===== src/rtl/smi_cause_pkg.sv =====
package smi_cause_pkg;

    // Bit positions that handler firmware decodes
    localparam int unsigned APMC_BIT   = 5;
    localparam int unsigned TCO_BIT    = 13;
    localparam int unsigned SW_TCO_BIT = 3;

    // Index of each cause inside the sticky cause vector
    localparam int unsigned N_CAUSE    = 2;
    localparam int unsigned CAUSE_APMC = 0;
    localparam int unsigned CAUSE_TCO  = 1;

    typedef enum logic [2:0] {
        SEL_NONE,
        SEL_EN,
        SEL_STS,
        SEL_DIN,
        SEL_TSTS
    } reg_sel_e;

endpackage


===== src/rtl/smi_addr_decode.sv =====
module smi_addr_decode
    import smi_cause_pkg::*;
#(
    parameter int unsigned        ADDR_W   = 8,
    parameter logic [ADDR_W-1:0]  OFF_EN   = 8'h30,
    parameter logic [ADDR_W-1:0]  OFF_STS  = 8'h34,
    parameter logic [ADDR_W-1:0]  OFF_DIN  = 8'h64,
    parameter logic [ADDR_W-1:0]  OFF_TSTS = 8'h68
) (
    input  logic [ADDR_W-1:0] addr_i,
    output reg_sel_e          sel_o
);

    always_comb begin
        if (addr_i == OFF_EN)        sel_o = SEL_EN;
        else if (addr_i == OFF_STS)  sel_o = SEL_STS;
        else if (addr_i == OFF_DIN)  sel_o = SEL_DIN;
        else if (addr_i == OFF_TSTS) sel_o = SEL_TSTS;
        else                         sel_o = SEL_NONE;
    end

endmodule


===== src/rtl/smi_enable_reg.sv =====
module smi_enable_reg #(
    parameter int unsigned        DATA_W = 32,
    parameter logic [DATA_W-1:0]  WMASK  = 32'h0000_FFFF
) (
    input  logic              clk_i,
    input  logic              rst_ni,
    input  logic              wr_i,
    input  logic [DATA_W-1:0] wdata_i,
    output logic [DATA_W-1:0] en_o
);

    typedef struct packed {
        logic [DATA_W-1:0] en;
    } en_state_t;

    en_state_t s_d, s_q;

    always_comb begin
        s_d = s_q;
        if (wr_i) begin
            s_d.en = (s_q.en & ~WMASK) | (wdata_i & WMASK);
        end
    end

    always_ff @(posedge clk_i) begin
        if (!rst_ni) s_q <= '0;
        else         s_q <= s_d;
    end

    assign en_o = s_q.en;

    // bits outside the writable mask never move
    a_r2_mask_hold: assert property (@(posedge clk_i) disable iff (!rst_ni)
        1'b1 |=> ((en_o & ~WMASK) == ($past(en_o) & ~WMASK)));

    // a write lands on the writable bits
    a_r2_mask_write: assert property (@(posedge clk_i) disable iff (!rst_ni)
        wr_i |=> ((en_o & WMASK) == ($past(wdata_i) & WMASK)));

endmodule


===== src/rtl/smi_cause_status.sv =====
module smi_cause_status #(
    parameter int unsigned N_CAUSE = 2
) (
    input  logic               clk_i,
    input  logic               rst_ni,
    input  logic [N_CAUSE-1:0] set_i,
    input  logic [N_CAUSE-1:0] clr_i,
    output logic [N_CAUSE-1:0] cause_o,
    output logic               smi_req_o
);

    typedef struct packed {
        logic [N_CAUSE-1:0] cause;
        logic               req;
    } sts_state_t;

    sts_state_t         s_d, s_q;
    logic [N_CAUSE-1:0] cause_nxt;

    for (genvar g = 0; g < N_CAUSE; g++) begin : g_cause
        // set has priority over a same-cycle clear
        assign cause_nxt[g] = set_i[g] | (s_q.cause[g] & ~clr_i[g]);

        // a set always survives to the next cycle
        a_r7_set_wins: assert property (@(posedge clk_i) disable iff (!rst_ni)
            set_i[g] |=> cause_o[g]);

        // a clear with no competing set empties the bit
        a_r6_w1c_clears: assert property (@(posedge clk_i) disable iff (!rst_ni)
            (clr_i[g] && !set_i[g]) |=> !cause_o[g]);

        // with neither set nor clear the bit holds
        a_r6_sticky_hold: assert property (@(posedge clk_i) disable iff (!rst_ni)
            (!clr_i[g] && !set_i[g]) |=> $stable(cause_o[g]));
    end

    always_comb begin
        s_d       = s_q;
        s_d.cause = cause_nxt;
        s_d.req   = |set_i;
    end

    always_ff @(posedge clk_i) begin
        if (!rst_ni) s_q <= '0;
        else         s_q <= s_d;
    end

    assign cause_o   = s_q.cause;
    assign smi_req_o = s_q.req;

    // a request only follows an accepted set, and shows a set cause
    a_r8_req_follows_set: assert property (@(posedge clk_i) disable iff (!rst_ni)
        smi_req_o |-> ($past(|set_i) && (|cause_o)));

endmodule


===== src/rtl/tco_swdata_reg.sv =====
module tco_swdata_reg #(
    parameter int unsigned DIN_W = 8
) (
    input  logic             clk_i,
    input  logic             rst_ni,
    input  logic             din_wr_i,
    input  logic [DIN_W-1:0] din_wdata_i,
    input  logic             flag_clr_i,
    output logic [DIN_W-1:0] din_o,
    output logic             sw_flag_o,
    output logic             sw_evt_o
);

    typedef struct packed {
        logic [DIN_W-1:0] din;
        logic             flag;
    } swd_state_t;

    swd_state_t s_d, s_q;

    always_comb begin
        s_d = s_q;
        if (din_wr_i) begin
            s_d.din = din_wdata_i;
        end
        s_d.flag = din_wr_i | (s_q.flag & ~flag_clr_i);
    end

    always_ff @(posedge clk_i) begin
        if (!rst_ni) s_q <= '0;
        else         s_q <= s_d;
    end

    assign din_o     = s_q.din;
    assign sw_flag_o = s_q.flag;
    assign sw_evt_o  = din_wr_i;

    // the written byte is captured and the flag raised
    a_r5_din_latch: assert property (@(posedge clk_i) disable iff (!rst_ni)
        din_wr_i |=> ((din_o == $past(din_wdata_i)) && sw_flag_o));

    // a clear with no new write drops the flag
    a_r10_flag_clear: assert property (@(posedge clk_i) disable iff (!rst_ni)
        (flag_clr_i && !din_wr_i) |=> !sw_flag_o);

endmodule


===== src/rtl/smi_cause_regs.sv =====
module smi_cause_regs
    import smi_cause_pkg::*;
#(
    parameter int unsigned        ADDR_W   = 8,
    parameter int unsigned        DATA_W   = 32,
    parameter int unsigned        DIN_W    = 8,
    parameter logic [DATA_W-1:0]  EN_WMASK = 32'h0000_FFFF,
    parameter logic [ADDR_W-1:0]  OFF_EN   = 8'h30,
    parameter logic [ADDR_W-1:0]  OFF_STS  = 8'h34,
    parameter logic [ADDR_W-1:0]  OFF_DIN  = 8'h64,
    parameter logic [ADDR_W-1:0]  OFF_TSTS = 8'h68
) (
    input  logic              clk_i,
    input  logic              rst_ni,
    input  logic [ADDR_W-1:0] bus_addr_i,
    input  logic [DATA_W-1:0] bus_wdata_i,
    input  logic              bus_wr_i,
    input  logic              bus_rd_i,
    output logic [DATA_W-1:0] bus_rdata_o,
    input  logic              apm_wr_i,
    input  logic              tco_expire_i,
    output logic              smi_req_o
);

    localparam int unsigned PAD_DIN = DATA_W - DIN_W;

    reg_sel_e           sel;
    logic [DATA_W-1:0]  en_q;
    logic [N_CAUSE-1:0] cause_set, cause_clr, cause_q;
    logic [DIN_W-1:0]   din_q;
    logic               sw_flag_q, sw_evt;
    logic               wr_en, wr_sts, wr_din, wr_tsts;

    smi_addr_decode #(
        .ADDR_W  (ADDR_W),
        .OFF_EN  (OFF_EN),
        .OFF_STS (OFF_STS),
        .OFF_DIN (OFF_DIN),
        .OFF_TSTS(OFF_TSTS)
    ) u_decode (
        .addr_i(bus_addr_i),
        .sel_o (sel)
    );

    assign wr_en   = bus_wr_i && (sel == SEL_EN);
    assign wr_sts  = bus_wr_i && (sel == SEL_STS);
    assign wr_din  = bus_wr_i && (sel == SEL_DIN);
    assign wr_tsts = bus_wr_i && (sel == SEL_TSTS);

    smi_enable_reg #(
        .DATA_W(DATA_W),
        .WMASK (EN_WMASK)
    ) u_enable (
        .clk_i  (clk_i),
        .rst_ni (rst_ni),
        .wr_i   (wr_en),
        .wdata_i(bus_wdata_i),
        .en_o   (en_q)
    );

    tco_swdata_reg #(
        .DIN_W(DIN_W)
    ) u_swdata (
        .clk_i      (clk_i),
        .rst_ni     (rst_ni),
        .din_wr_i   (wr_din),
        .din_wdata_i(bus_wdata_i[DIN_W-1:0]),
        .flag_clr_i (wr_tsts && bus_wdata_i[SW_TCO_BIT]),
        .din_o      (din_q),
        .sw_flag_o  (sw_flag_q),
        .sw_evt_o   (sw_evt)
    );

    always_comb begin
        cause_set             = '0;
        cause_clr             = '0;
        cause_set[CAUSE_APMC] = apm_wr_i && en_q[APMC_BIT];
        cause_set[CAUSE_TCO]  = (tco_expire_i && en_q[TCO_BIT]) || sw_evt;
        cause_clr[CAUSE_APMC] = wr_sts && bus_wdata_i[APMC_BIT];
        cause_clr[CAUSE_TCO]  = wr_sts && bus_wdata_i[TCO_BIT];
    end

    smi_cause_status #(
        .N_CAUSE(N_CAUSE)
    ) u_status (
        .clk_i    (clk_i),
        .rst_ni   (rst_ni),
        .set_i    (cause_set),
        .clr_i    (cause_clr),
        .cause_o  (cause_q),
        .smi_req_o(smi_req_o)
    );

    always_comb begin
        bus_rdata_o = '0;
        if (bus_rd_i) begin
            case (sel)
                SEL_EN:   bus_rdata_o = en_q;
                SEL_STS: begin
                    bus_rdata_o[APMC_BIT] = cause_q[CAUSE_APMC];
                    bus_rdata_o[TCO_BIT]  = cause_q[CAUSE_TCO];
                end
                SEL_DIN:  bus_rdata_o = {{PAD_DIN{1'b0}}, din_q};
                SEL_TSTS: bus_rdata_o[SW_TCO_BIT] = sw_flag_q;
                default:  bus_rdata_o = '0;
            endcase
        end
    end

    // a disabled APM event never raises the cause bit
    a_r3_apm_gated: assert property (@(posedge clk_i) disable iff (!rst_ni)
        (!cause_q[CAUSE_APMC] && !(apm_wr_i && en_q[APMC_BIT])) |=> !cause_q[CAUSE_APMC]);

    // an enabled expiry is recorded and requested
    a_r4_expiry_sets: assert property (@(posedge clk_i) disable iff (!rst_ni)
        (tco_expire_i && en_q[TCO_BIT]) |=> (cause_q[CAUSE_TCO] && smi_req_o));

    // a data-in write raises the TCO cause regardless of enable
    a_r5_sw_sets_tco: assert property (@(posedge clk_i) disable iff (!rst_ni)
        wr_din |=> (cause_q[CAUSE_TCO] && smi_req_o));

    // the read port stays quiet without a read strobe
    a_r9_idle_read: assert property (@(posedge clk_i) disable iff (!rst_ni)
        !bus_rd_i |-> (bus_rdata_o == '0));

endmodule


===== config.mk =====
export PLATFORM = sky130hd
export DESIGN_NAME = smi_cause_regs
export DESIGN_NICKNAME = d
export VERILOG_FILES = /design/src/rtl/smi_cause_pkg.sv /design/src/rtl/smi_addr_decode.sv /design/src/rtl/smi_enable_reg.sv /design/src/rtl/smi_cause_status.sv /design/src/rtl/tco_swdata_reg.sv /design/src/rtl/smi_cause_regs.sv
export SDC_FILE = /design/constraint.sdc
export NUM_CORES = 1
export LEC_CHECK = 0
export BUFFER_PORTS_ARGS = -buffer_cell sky130_fd_sc_hd__buf_2
export CELL_PAD_IN_SITES_DETAIL_PLACEMENT = 2
export CELL_PAD_IN_SITES_GLOBAL_PLACEMENT = 2
export CORE_MARGIN = 2
export CORE_UTILIZATION = 25
export CTS_CLUSTER_SIZE = 28
export DETAILED_ROUTE_END_ITERATION = 10
export GPL_ROUTABILITY_DRIVEN = 0
export GPL_TIMING_DRIVEN = 1
export PLACE_DENSITY_LB_ADDON = 0.1
export SKIP_CTS_REPAIR_TIMING = 1
export SLEW_MARGIN = 30
export SYNTH_ARGS = -nofsm -noshare
export SYNTH_HDL_FRONTEND = slang
export SYNTH_SLANG_ARGS = --single-unit

===== constraint.sdc =====
create_clock -name clk_i -period 1.55 [get_ports clk_i]
set_input_delay 0.2325 -clock clk_i [delete_from_list [all_inputs] [get_ports clk_i]]
set_output_delay 0.2325 -clock clk_i [all_outputs]
set_load 0.01 [all_outputs]

==> results of run 1 <==
## cell families (layout without fill, tap and decap cells)
family / count (synthesis) / count (layout) / synth area share [%]
multiplexers: 25 / 25 / 15.97
flip-flops: 28 / 28 / 35.78
other: 1 / 16 / 0.2394
AND/OR/NAND/NOR: 78 / 78 / 27.32
buffers and inverters: 29 / 71 / 11.58
AO/OA/AOI/OAI: 18 / 18 / 9.106
## cells in the mapped netlist (all sizes together)
cell,n,area [um2]
nand2,42,157.7
dfxtp,28,560.5
mux2i,25,250.2
buf,21,151.4
nand3,16,97.60
a21boi,8,60.06
and2,8,50.05
clkbuf,5,18.77
and3b,4,35.03
inv,3,11.26
o21a,3,22.52
a41oi,2,17.52
nor4b,2,23.77
a31oi,1,6.260
a32o,1,10.01
a41o,1,10.01
and3,1,6.260
and4b,1,10.01
and4bb,1,12.51
conb,1,3.750
nor2,1,3.750
nor4,1,21.27
nor4bb,1,10.01
o2111ai,1,8.760
o211ai,1,7.510
## worst max-delay path: cells and delay by family
family | cells | cell delay (ps)
simple gates | 1 | 310
buf+inv | 3 | 470
compound gates | 2 | 320
## cell type report
| cell class | count | area [um2] | area share (%) |
|---|---|---|---|
| Multi-Input combinational cell | 137 | 969.7 | 44.69 |
| Sequential cell | 28 | 560.5 | 25.84 |
| Timing Repair Buffer | 64 | 462.9 | 21.34 |
| Tap cell | 75 | 93.84 | 4.325 |
| Clock buffer | 3 | 41.29 | 1.903 |
| Clock inverter | 1 | 30.03 | 1.384 |
| Inverter | 3 | 11.26 | 0.5190 |
## state kept, by name (all words and copies together) (netlist names)
name and cells:
u_enable.en_o 16, u_swdata.sw_flag_o 1, u_status.smi_req_o 1, u_swdata.din_o 8, u_status.cause_o 2
## routing by layer
layer	vias up	track usage, %	share of wire (%)
li1	698	-	-
met1	698	15.76	41
met2	43	27.05	54
met3	6	1.789	3.8
met4	0	3.130	1.1
met5	-	0	0
## stage by stage
stage	utilization, %	total power, mW	instances	instance area, um2	worst slack, ps
after CTS	32.87	1.496	305	1969	-53.65
after floorplan	-	0.8369	194	1623	5.353
after detailed placement	31.68	0.8931	301	1898	-57.60
final	36.22	1.493	311	2170	-27.21
after global placement	31.68	0.8837	301	1898	-19.81
after global routing	36.22	1.566	311	2170	-66.21
## power groups by stage
stage	combinational (mW)	sequential (mW)	clock (mW)
2_1_floorplan	0.100	0.737	0
3_3_place_gp	0.147	0.737	0
3_5_place_dp	0.156	0.737	0
4_1_cts	0.157	0.721	0.618
5_1_grt	0.191	0.721	0.654
6_report	0.175	0.720	0.598
## final timing paths
path	startpoint	to	depth (start not counted)
min reg2reg	u_enable.en_o[8]$_SDFFE_PN0P_	u_enable.en_o[8]$_SDFFE_PN0P_	2
max reg2reg	u_enable.en_o[13]$_SDFFE_PN0P_	u_status.cause_o[1]$_SDFF_PN0_	2
min	bus_wdata_i[8]	u_enable.en_o[8]$_SDFFE_PN0P_	3
max	bus_addr_i[1]	bus_rdata_o[5]	6
==> summary.md, run 1 <==
| Metric | Value |
|---|---|
| Outcome | finished with violations |
| Failing checks | setup timing |
| Gr usage total | 13.85% |
| Post-DR vias/cell | 4.646 |
| Detail Placement HPWL | 3.796 mm |
| Worst Path Required | 1320 ps |
| Clk_lat worst skew | 280 ps |
| Vias | between 1000 and 1500 |
| CP max stage delay | between 300 and 400 ps |
| Routed WL | just under 5 mm |
| Area Overhead vs Synth | 38.50% |
| Syn. warnings | 0 |
| R2r setup slk | 690 ps |
| Setup CP Type | in2out |
| Hold WS | 190.0 ps |
| Setup violations, final | 1 |
| Mapped Area | 1567 um2 |
| Worst vdd ir | 0.3976 mV |
| First-pass GRT wire length | 7.859 mm |
| Max clock buf depth | 2 |
| Number of global-route vias before repair | 1614 |
| Routed len/inst | 15.98 um |
| Nets | around 280 |
| TritonCTS clock tree | done |
| CP arrival | ~1300 ps |
| Min Clock Period, post-route | ~1600 ps |
| Fin crit share | 101.8% |
| Sw Pwr | 0.3528 mW |
| Post-route setup TNS | -27.21 ps |
| Total Die Area | 6916 um2 |
| H-tree Lvls | 1 |
| Sequential-to-total area share from yosys stat | 35.78% |
| ANT nets after route | 0 |
| Drt initial violations | 40 |
| Clock tree sinks | 28 |
| Most common cell after layout, fill and taps aside | nand2_1 |
| Commonest cells after routing, fill and taps aside | 42 x nand2_1, 37 x buf_2, 28 x dfxtp_1 |
| Layout cells sized above 1 | 39.41% |
| Clock-pin slew on the worst setup and hold paths | 100 ps |
| Synth Register Bits | 28 |
| Cts bufs inserted | 3 |
| Max-cap violations | 0 |
| Starting Density | 26.15% |
| RSZ-0062 raised after global routing | yes |
| FILL cells | 676 |
| Final hold vios | 0 |
| Core area | 5991 um2 |
| Power per cell area | 688.4 nW/um2 |
| CTS root buffer | clkbuf_8 |
| Die Wd | around 83 um |
| Crit-path slowest cell | nor4b_4 |
| Part of the power in registers | 48.2% |
| Largest net degree at the start of global routing | 28 |
| GRT overflow | 0 |
| Initial antenna violation count | 0 |
| CP dominant cell by count | buf_2 |
| Syn avg cell area | 8.751 um2 |
| CP Capture Type | output port |
| Synth unique cells | 30 |
| Combinational share of power | 11.7% |
| Drc violations | 0 |
| Crit-path max FO | 5 |
| Cell Int Power | between 1 and 1.5 mW |
| ANT cells | 0 |
| Clk pwr share | between 40% and 50% |
| Buffers added on ports | 46 |
| Die Span Y | 83.16 um |
| Setup Skew | between 0.7 and 0.8 ps |
| Post-Syn Instances | 179 |
| Row cnt | 28 |
| First drt pass iteration count | 4 |
| Final Max Tran Viols | 0 |
| Hold/Removal Path Class | in2reg |
| Fmax | about 0.63 GHz |
| Critical path cell sequence | buf_2 > nor4b_4 > buf_6 > o2111ai_1 > a21boi_2 > buf_2 |
| I/O pin count | 79 |
| Setup WS post-layout | -27.21 ps |
| Sw frac | between 20% and 30% |
| Leak | 1.082 nW |
| CP startpoint kind | primary input |
Note: power is estimated with default switching activity, not from simulation.
==> run 2: changes to the inputs <==
==> constraint.sdc (replaced) <==
create_clock -name clk_i -period 1.55 [get_ports clk_i]
set_input_delay 0.2325 -clock clk_i [delete_from_list [all_inputs] [get_ports clk_i]]
set_output_delay 0.2325 -clock clk_i [all_outputs]
set_load 0.05 [all_outputs]
==> summary.md, run 2 (synthesis gave the netlist of run 1 again) <==
| Metric | Value |
|---|---|
| Outcome | finished with violations |
| Failing checks | setup timing |
| Starting Density | 26.15% |
| Worst r2r src | u_enable.en_o[13]$_SDFFE_PN0P_ |
| Core area | around 6000 um2 |
| Max-cap violations | 0 |
| Worst Reg-to-Reg Cells | 2 |
| ANT cells | 0 |
| Setup crit end | bus_rdata_o[7] |
| CP Capture Type | output port |
| Crit-path max FO | 6 |
| R2r setup slk | just under 700 ps |
| Area Overhead vs Synth | 67.17% |
| Fmax | 0.6049 GHz |
| Gr usage total | around 14% |
| Post-DR vias/cell | 4.577 |
| First drt pass iteration count | 4 |
| TritonCTS clock tree | done |
| Setup violations, final | 16 |
| I/O pin count | slightly below 80 |
| Fin crit share | 106.7% |
| Commonest cells after routing, fill and taps aside | 41 x nand2_1, 28 x dfxtp_1, 26 x buf_4 |
| Max clock buf depth | 2 |
| Die Wd | around 83 um |
| Initial antenna violation count | 0 |
| Reg area | about 560 um2 |
| Part of the power in registers | between 40% and 50% |
| CTS root buffer | clkbuf_8 |
| H-tree Lvls | 1 |
| Leak | 1.231 nW |
| Most common cell after layout, fill and taps aside | nand2_1 |
| ANT nets after route | 0 |
| RR Endpoint | u_status.cause_o[1]$_SDFF_PN0_ |
| Placed cells | 310 |
| Hold/Removal Path Class | in2reg |
| Sw Pwr | approximately 0.44 mW |
| Cts bufs inserted | 3 |
| Final Max Tran Viols | 0 |
| Layout cells sized above 1 | between 40% and 50% |
| Routed len/inst | 15.97 um |
| Setup CP Type | in2out |
| Combinational share of power | 17.1% |
| Clock tree sinks | 28 |
| Multi-input gate area | 1199 um2 |
| CP startpoint kind | primary input |
| Number of global-route vias before repair | 1660 |
| Setup WS post-layout | -103.1 ps |
| Clock-pin slew on the worst setup and hold paths | 100 ps |
| Worst Path Required | 1320 ps |
| Drt initial violations | 26 |
| Largest net degree at the start of global routing | 21 |
| Buffers added on ports | 46 |
| Non-Filler Instances | 324 |
| Worst slack at placement | -260.1 ps |
| Row cnt | 28 |
| Final hold vios | 0 |
| First-pass GRT wire length | 7.935 mm |
| Clk pwr share | 37.8% |
| Worst vdd ir | 0.3281 mV |
| CP arrival | 1420 ps |
| Routed WL | 5.173 mm |
| FILL cells | 633 |
| Max reg flops | 16 |
| Min Clock Period, post-route | 1653 ps |
| Critical Path Source | bus_addr_i[4] |
| RSZ-0062 raised after global routing | yes |
| Nets | 296 |
| Cell Int Power | 1.161 mW |
| GRT overflow | 0 |
| Detail Placement HPWL | 3.862 mm |
| Vias | 1483 |
| Setup Skew | 1.244 ps |
| Die Span Y | 83.16 um |
| Power per cell area | 610.3 nW/um2 |
| Hold WS | 189.2 ps |
| Util after Layout | 43.71% |
| Drc violations | 0 |
| Sw frac | 27.39% |
| Total Die Area | 6916 um2 |
| Clk_lat worst skew | 280 ps |
-- run 2: layout make-up --
| class | count | share of cell area (%) |
|---|---|---|
| Multi-Input combinational cell | 137 | 45.77 |
| Timing Repair Buffer | 77 | 26.09 |
| Sequential cell | 28 | 21.40 |
| Tap cell | 75 | 3.583 |
| Clock buffer | 3 | 1.577 |
| Clock inverter | 1 | 1.147 |
| Inverter | 3 | 0.4300 |
-- run 2: power groups by stage --
stage / sequential, mW / combinational [mW] / clock, mW
floorplan: 0.737 / 0.178 / 0
global placement: 0.737 / 0.233 / 0
detailed placement: 0.737 / 0.240 / 0
CTS: 0.721 / 0.241 / 0.623
global route: 0.721 / 0.292 / 0.651
finish: 0.721 / 0.274 / 0.604
-- run 2: how the worst min path moves through the flow --
stage | slack [ps] | depth (start not counted) | start | end
after floorplan | 370 | 2 | bus_wdata_i[10] | u_enable.en_o[10]$_SDFFE_PN0P_
after global placement | 440 | 2 | u_enable.en_o[10]$_SDFFE_PN0P_ | u_enable.en_o[10]$_SDFFE_PN0P_
after detailed placement | 460 | 2 | u_enable.en_o[12]$_SDFFE_PN0P_ | u_enable.en_o[12]$_SDFFE_PN0P_
after CTS | 190 | 3 | bus_wdata_i[9] | u_enable.en_o[9]$_SDFFE_PN0P_
after global routing | 180 | 3 | bus_wdata_i[14] | u_enable.en_o[14]$_SDFFE_PN0P_
final | 190 | 3 | bus_wdata_i[9] | u_enable.en_o[9]$_SDFFE_PN0P_
-- run 2: per-stage QoR --
stage / area [um2] / total power [mW] / setup TNS, ps
2_1_floorplan: 1762 / 0.9152 / -119.2
3_3_place_gp: 2108 / 0.9698 / -2793
3_5_place_dp: 2108 / 0.9769 / -4015
4_1_cts: 2180 / 1.584 / -3783
5_1_grt: 2619 / 1.664 / -1814
6_report: 2619 / 1.598 / -887.3
-- run 2: critical path: stages --
cell and delay [ps]:
buf_2 120, nor4bb_2 290, buf_4 210, buf_4 150, nand3_4 80, a21boi_4 160, buf_6 170
-- run 2: per-layer routing --
metal  vias up  wire length, um  track usage (%)
met5         -                0                0
met4         0               37            4.173
met3         4              178            1.988
met2        36             2838            26.91
met1       715             2118            16.01
li1        728                -                -
